**config.mk**
```make
export PLATFORM = sky130hd
export DESIGN_NAME = dma_thread_exec
export DESIGN_NICKNAME = d
export VERILOG_FILES = /design/src/rtl/dma_thread_exec.sv
export SDC_FILE = /design/constraint.sdc
export NUM_CORES = 1
export LEC_CHECK = 0
export ABC_AREA = 1
export ABC_CLOCK_PERIOD_IN_PS = 3500
export BUFFER_PORTS_ARGS = -buffer_cell sky130_fd_sc_hd__buf_2
export CORE_ASPECT_RATIO = 1.1
export CORE_UTILIZATION = 56
export DETAILED_ROUTE_END_ITERATION = 12
export PLACE_DENSITY = 0.81
export SYNTH_ARGS = -nofsm -noshare
export SYNTH_HDL_FRONTEND = slang
export SYNTH_SLANG_ARGS = --single-unit
```
**constraint.sdc**
```tcl
create_clock -name clk -period 3.5 [get_ports clk]
set_input_delay 0.175 -clock clk [delete_from_list [all_inputs] [get_ports clk]]
set_output_delay 0.175 -clock clk [all_outputs]
set_load 0.01 [all_outputs]
```
**src/rtl/dma_thread_exec.sv**
```systemverilog
module dma_thread_exec #(
  parameter int ADDR_W   = 32,
  parameter int CNT_W    = 8,
  parameter int PERIPH_W = 5
) (
  input  logic                   clk,
  input  logic                   rst_n,
  input  logic                   restart,
  input  logic                   is_manager,
  input  logic                   ib_valid,
  input  logic [7:0]             ib_data,
  output logic                   ib_ready,
  input  logic [CNT_W-1:0]       outstanding,
  input  logic                   lvl_valid,
  input  logic [PERIPH_W-1:0]    lvl_id,
  output logic [2**PERIPH_W-1:0] lvl_known,
  output logic                   rsnd_valid,
  input  logic                   rsnd_ready,
  output logic [PERIPH_W-1:0]    rsnd_periph,
  output logic [ADDR_W-1:0]      src_addr,
  output logic [ADDR_W-1:0]      dst_addr,
  output logic                   stopped,
  output logic                   faulted,
  output logic                   fifo_flush,
  output logic                   cache_inval
);
  localparam int NPER = 2**PERIPH_W;
  localparam int EXT_W = ADDR_W - 16;
  localparam logic [7:0] OP_END = 8'h00;
  localparam logic [7:0] OP_FLP = 8'h35;
  localparam logic [7:0] OP_ADS = 8'h5C;
  localparam logic [7:0] OP_ADD = 8'h5E;

  typedef enum logic [2:0] {
    S_OP, S_IMM0, S_IMM1, S_PER, S_REQ, S_DRAIN, S_STOP, S_FAULT
  } state_t;

  state_t state;
  logic   sel_dst;
  logic [7:0] imm_lo;
  logic take;
  logic [ADDR_W-1:0] addend, base;

  assign ib_ready   = (state == S_OP) || (state == S_IMM0) || (state == S_IMM1) || (state == S_PER);
  assign take       = ib_valid && ib_ready;
  assign rsnd_valid = (state == S_REQ);
  assign stopped    = (state == S_STOP);
  assign faulted    = (state == S_FAULT);
  assign addend     = {{EXT_W{1'b1}}, ib_data, imm_lo};
  assign base       = sel_dst ? dst_addr : src_addr;

  always_ff @(posedge clk or negedge rst_n) begin
    if (!rst_n) begin
      state       <= S_OP;
      sel_dst     <= 1'b0;
      imm_lo      <= '0;
      src_addr    <= '0;
      dst_addr    <= '0;
      rsnd_periph <= '0;
      fifo_flush  <= 1'b0;
      cache_inval <= 1'b0;
    end else begin
      fifo_flush  <= 1'b0;
      cache_inval <= 1'b0;
      if (restart) begin
        state <= S_OP;
      end else begin
        case (state)
          S_OP: if (take) begin
            case (ib_data)
              OP_END: state <= S_DRAIN;
              OP_FLP: state <= S_PER;
              OP_ADS, OP_ADD: begin
                sel_dst <= ib_data[1];
                state   <= is_manager ? S_FAULT : S_IMM0;
              end
              default: state <= S_FAULT;
            endcase
          end
          S_IMM0: if (take) begin
            imm_lo <= ib_data;
            state  <= S_IMM1;
          end
          S_IMM1: if (take) begin
            if (sel_dst) dst_addr <= base + addend;
            else         src_addr <= base + addend;
            state <= S_OP;
          end
          S_PER: if (take) begin
            rsnd_periph <= ib_data[7:8-PERIPH_W];
            state       <= S_REQ;
          end
          S_REQ: if (rsnd_ready) state <= S_OP;
          S_DRAIN: if (outstanding == '0) begin
            state       <= S_STOP;
            fifo_flush  <= 1'b1;
            cache_inval <= 1'b1;
          end
          default: state <= state;
        endcase
      end
    end
  end

  for (genvar g = 0; g < NPER; g++) begin : g_lvl
    logic clr;
    assign clr = (state == S_PER) && take && !restart && (ib_data[7:8-PERIPH_W] == PERIPH_W'(g));
    always_ff @(posedge clk or negedge rst_n) begin
      if (!rst_n)                                    lvl_known[g] <= 1'b0;
      else if (clr)                                  lvl_known[g] <= 1'b0;
      else if (lvl_valid && lvl_id == PERIPH_W'(g))  lvl_known[g] <= 1'b1;
    end
  end
endmodule


```
# After elaboration in Yosys (flattened, before gate mapping)

Cells that the tools add are included.

Register bits after elaboration: 114
Input bits: 28
Output and inout port bits: 107
Logic and storage cells: 314

Add/sub/neg operators: 1
Eq/ne operators: 78
Muxes and demuxes: 78
Bitwise operators: 2
Reduce and logical (&&, ||, !) cells: 116

Operators with widths:

| kind                                                 | number |
|---|---|
| equality test 5 bit (second input constant)          | 32 |
| equality test 5 x 4 -> 1 bit (second input constant) | 16 |
| logical AND 1 bit                                    | 67 |
| 2-to-1 mux 1 bit                                     | 67 |
| nonzero test 2 bit                                   | 32 |
| equality test 5 x 3 -> 1 bit (second input constant) | 8 |
| adder 32 bit                                         | 1 |
| 2-to-1 mux 32 bit                                    | 1 |
| 2-to-1 mux 3 bit                                     | 8 |
| equality test 5 x 2 -> 1 bit (second input constant) | 4 |
| one-hot mux 3 bit (6 select lines)                   | 1 |
| equality test 8 x 7 -> 1 bit (second input constant) | 2 |
| logical NOT 8 bit                                    | 2 |
| inequality test 3 bit (second input constant)        | 5 |
| equality test 3 bit (second input constant)          | 4 |
| AND reduction 4 bit                                  | 3 |
| equality test 5 x 1 -> 1 bit (second input constant) | 2 |
| logical NOT 5 bit                                    | 2 |
| one-hot mux 3 bit (3 select lines)                   | 1 |
| equality test 8 x 6 -> 1 bit (second input constant) | 1 |
| AND reduction 7 bit                                  | 1 |
| nonzero test 7 bit                                   | 1 |
| equality test 3 x 2 -> 1 bit (second input constant) | 2 |
| AND reduction 3 bit                                  | 2 |
| 7 further kinds                                      | 10 |

# Logic depth before layout (Yosys ltp)

Word-level depth: 9
Mapped depth: 19
Mapped depth without buffers: 16

# Least setup slack after synthesis

Ideal clock, no wire load.

Path type: flip-flop to flip-flop
From: register sel_dst
To: register dst_addr[22]
Setup time: 0.117 ns
Arrival: 2.451 ns
Required time: 3.383 ns
Slack: 0.932 ns
Cell stages (with the launch flop): 19
Buffers on the path: 4
Clock period less this slack: 2.568 ns
Cells stage by stage: dfrtp_1 > buf_6 > buf_6 > clkbuf_1 > buf_1 > nand2_1 > nand2_1 > ha_1 > fa_1 > nand2_1 > nand2_1 > nand3_1 > nand2_1 > nand2_1 > nand2_1 > nand2_1 > nand3_1 > nand3_1 > nand2_1

Cells in the longest elaborated chain, start to end: 2
Elaborated cells on any way between the ends: 3
Classes of those cells: add/sub (1); mux (1); reduce/logical (1)

Ends and longest elaborated chain:

| element                | line | source |
|---|---|---|
| from (decl)            | 39   | `logic sel_dst;` |
| from (signal assigned) | 74   | `sel_dst <= ib_data[1];` |
| 2-to-1 mux 32 bit      | 50   | `assign base = sel_dst ? dst_addr : src_addr;` |
| adder 32 bit           | 85   | `if (sel_dst) dst_addr <= base + addend;` |
| to (signal assigned)   | 85   |  |
| to (decl)              | 21   | `output logic [ADDR_W-1:0] dst_addr,` |

Parallel ways exist; a longest one is shown, timed or not.
A chain may end at the register's enable or synchronous reset.

# Final worst setup path

From: register sel_dst
To: register dst_addr[30]

The elaborated chain is that of the path after synthesis.

==> flow_metrics.py <==
metrics = {
    "status": {
        "status": "finished, final reports clean",
    },
    "grt": {
        "grt_start_max_net_pins": 82,
        "antenna_found_initial": 0,
        "grt_pass1_wl_mm": 31.5,
        "grt_overflow": 0,
        "grt_usage_pct": 32.0,
        "grt_pass1_vias": 6668,
    },
    "yosys": {
        "yosysSeqAreaShare_pct": 41.4,
        "yosysWarningCount": 0,
        "avgSynthCellArea_um2": 6.93,
        "synth-async-reset-ratio_pct": 100,
        "ys.flop_type": "dfrtp_1",
        "ys_ff_latch": 114,
        "synth_fp_nets": 1040,
        "yosys.cell_types.count": 37,
        "syn-cell-area_um2": 6900,
        "synth_edf_count": 0,
        "synthCells": 995,
    },
    "timing": {
        "slew_violations": 0,
        "fin_ws_ns": 0.951,
        "finalHoldViolCount": 0,
        "slew_headroom_pct": 33.2,
        "timing.final.crit_share_pct": 72.8,
        "tns_ns": 0,
        "worstMarginPinSlew_ns": 1.00,
        "layout_min_cycle_time_ns": 2.55,
        "max_freq_ghz": 0.392,
        "finalSetupViolations": 0,
        "skew_ns": 0.0103,
        "rsz0062_at_grt": "no",
    },
    "place": {
        "hpwl_mm": 14.1,
        "dpl.cell_count": 1261,
        "numPortBuffers": 134,
        "pre_cts_slack_ns": 0.983,
        "place_congestion": 0.976,
    },
    "setup_path": {
        "endpoint_kind": "flip-flop",
        "cp_cell_sequence": "buf_4 > nand2_1 > nand2_1 > ha_1 > fa_1 > nand2_1 > nand2_1 > nand3_1 > nand2_1 > nand2_1 > nand2_1 > nand2_1 > nand3_1 > nand3_1 > nand2_1",
        "startpoint": "sel_dst$_DFFE_PN0P_",
        "crit_end": "dst_addr[30]$_DFFE_PN0P_",
        "cp.required_ns": 3.80,
        "regToRegSetupSlack_ns": 0.95,
        "path_class": "flip-flop to flip-flop",
        "cp_max_fo": 26,
        "critPathMaxStageDelay_ns": 0.41,
        "worstRegToRegCells": 15,
        "r2r-end": "dst_addr[30]$_DFFE_PN0P_",
        "cp_slowest_cell": "dfrtp_2",
        "cp.arrival_ns": 2.85,
        "path_common_cell": "nand2_1",
        "start_kind": "flip-flop",
        "r2r-start": "sel_dst$_DFFE_PN0P_",
    },
    "clocking": {
        "cts_sinks": 114,
        "root_buffer": "clkbuf_16",
        "numCtsBuffers": 17,
        "clk_pin_slew_ns": 0.06,
        "hold_buffers": 1,
        "clockBufferDepth": 2,
        "clkLatencyLatePin_ns": 0.41,
        "post_cts_resize_count": 0,
        "cts_tree": "built",
        "cts.htree.levels": 4,
        "postCtsSetupBuffers": 0,
    },
    "route": {
        "wl_per_cell_um": 15.0,
        "firstDrtPassIters": 5,
        "drc": 0,
        "wl_mm": 19.4,
        "viasPerCell": 5.41,
        "drt_iter0_markers": 609,
        "drtAntennaViolNets": 0,
        "vias": 7002,
    },
    "finish": {
        "area_growth_syn_to_layout_pct": 20.6,
        "n_antenna_cell": 0,
        "layout_common_cells": "nand2_1 (390), buf_2 (133), inv_1 (117), dfrtp_1 (113), nor2_1 (79)",
        "final_cells": 1294,
        "final_nets": 1172,
        "drive_gt1_share_pct": 17.8,
        "layout_commonest_cell": "nand2_1",
    },
    "hold_path": {
        "hold_path.class": "input port to flip-flop",
    },
    "power_and_ir_drop": {
        "p_int_uw": 4050,
        "power_leakage_uw": 0.00474,
        "p_sw_uw": 2740,
        "p_per_area_nw_per_um2": 817,
        "swShare_pct": 40.3,
        "vdd_drop_max_v": 0.000404,
        "p_clk_share_pct": 29.1,
        "pwr-share-seq_pct": 28.4,
        "combinationalPowerShare_pct": 42.5,
    },
    "die": {
        "core_area_um2": 12000,
        "die_h_um": 118,
        "ios": 135,
        "die_width_um": 108,
        "rows": 42,
        "dieArea_um2": 12800,
        "initial_core_util_pct": 57.3,
    },
    "run": {
        "drv_cap": 0,
    },
}
-- worst min path at each step --
stage	from	depth (start not counted)	end
global placement	rst_n	1	cache_inval$_DFF_PN0_
CTS	outstanding[6]	4	cache_inval$_DFF_PN0_
global route	outstanding[3]	4	cache_inval$_DFF_PN0_
detailed placement	rst_n	1	cache_inval$_DFF_PN0_
floorplan	rst_n	0	cache_inval$_DFF_PN0_
finish	outstanding[6]	4	cache_inval$_DFF_PN0_
-- worst max-delay path, delay by kind of cell (launching register included) --
kind | cells | cell delay, ns
flops | 1 | 0.41
buf+inv | 1 | 0.23
fa+ha+maj | 2 | 0.62
simple gates | 12 | 1.16
-- metal layers --
metal  vias up  share of wire, %  global-route usage (%)
li1       3416                 -                       -
met1      3213                41                    39.0
met2       318                49                    54.8
met3        55               6.7                    5.57
met4         0               3.0                    14.1
met5         -                 0                       0
-- cell usage after synthesis (all sizes together) (4+ instances only) --
cell type	instances	area, um2
nand2	393	1480
inv	123	462
dfrtp	114	2850
nor2	87	347
o21ai	66	364
nand3	58	290
a21oi	31	155
nor3	25	125
ha	16	200
buf	15	125
clkbuf	15	57.6
o22a	14	123
xnor2	9	78.8
nor4	5	37.5
nand3b	4	30.0
xor2	4	35.0
-- sequential cells by signal (all words and copies together), names as in the netlist --
register     flops
cache_inval      1
dst_addr        32
imm_lo           8
lvl_known       32
rsnd_periph      5
sel_dst          1
src_addr        32
state            3
-- cell type report --
type	instances	area [um2]
fillers	1048	3710
multi-input cells	728	3400
flip-flops and latches	114	2850
inverters	123	462
clock buffers	22	464
clock inverters	10	204
well taps	154	193
repair buffers	143	743
-- power groups by stage --
stage               combinational (uW)  sequential [uW]  clock (uW)
floorplan                         1900             2000           0
global placement                  2800             1930           0
detailed placement                2840             1930           0
CTS                               2880             1920        1990
global route                      3260             1960        2050
finish                            2890             1930        1980
-- through the flow --
| step | total power (uW) | hold WS (ns) | instance area [um2] | utilization [%] |
|---|---|---|---|---|
| after detailed placement | 4770 | 0.408 | 7640 | 63.5 |
| final | 6800 | 0.0278 | 8320 | 69.1 |
| after global placement | 4740 | 0.400 | 7640 | 63.5 |
| after CTS | 6800 | 0.0259 | 8320 | 69.1 |
| after global routing | 7280 | 0.0452 | 8320 | 69.1 |
| after floorplan | 3910 | -0.121 | 6900 | - |
-- cell families after synthesis --
logic type | count (synthesis) | share of synthesized area [%]
buf+inv | 153 | 9.34
xor+xnor | 13 | 1.65
simple gates | 581 | 34.4
mux | 1 | 0.163
compound gates | 116 | 9.92
flops | 114 | 41.4
fa+ha+maj | 17 | 3.19
(Power assumes the default switching activity.)
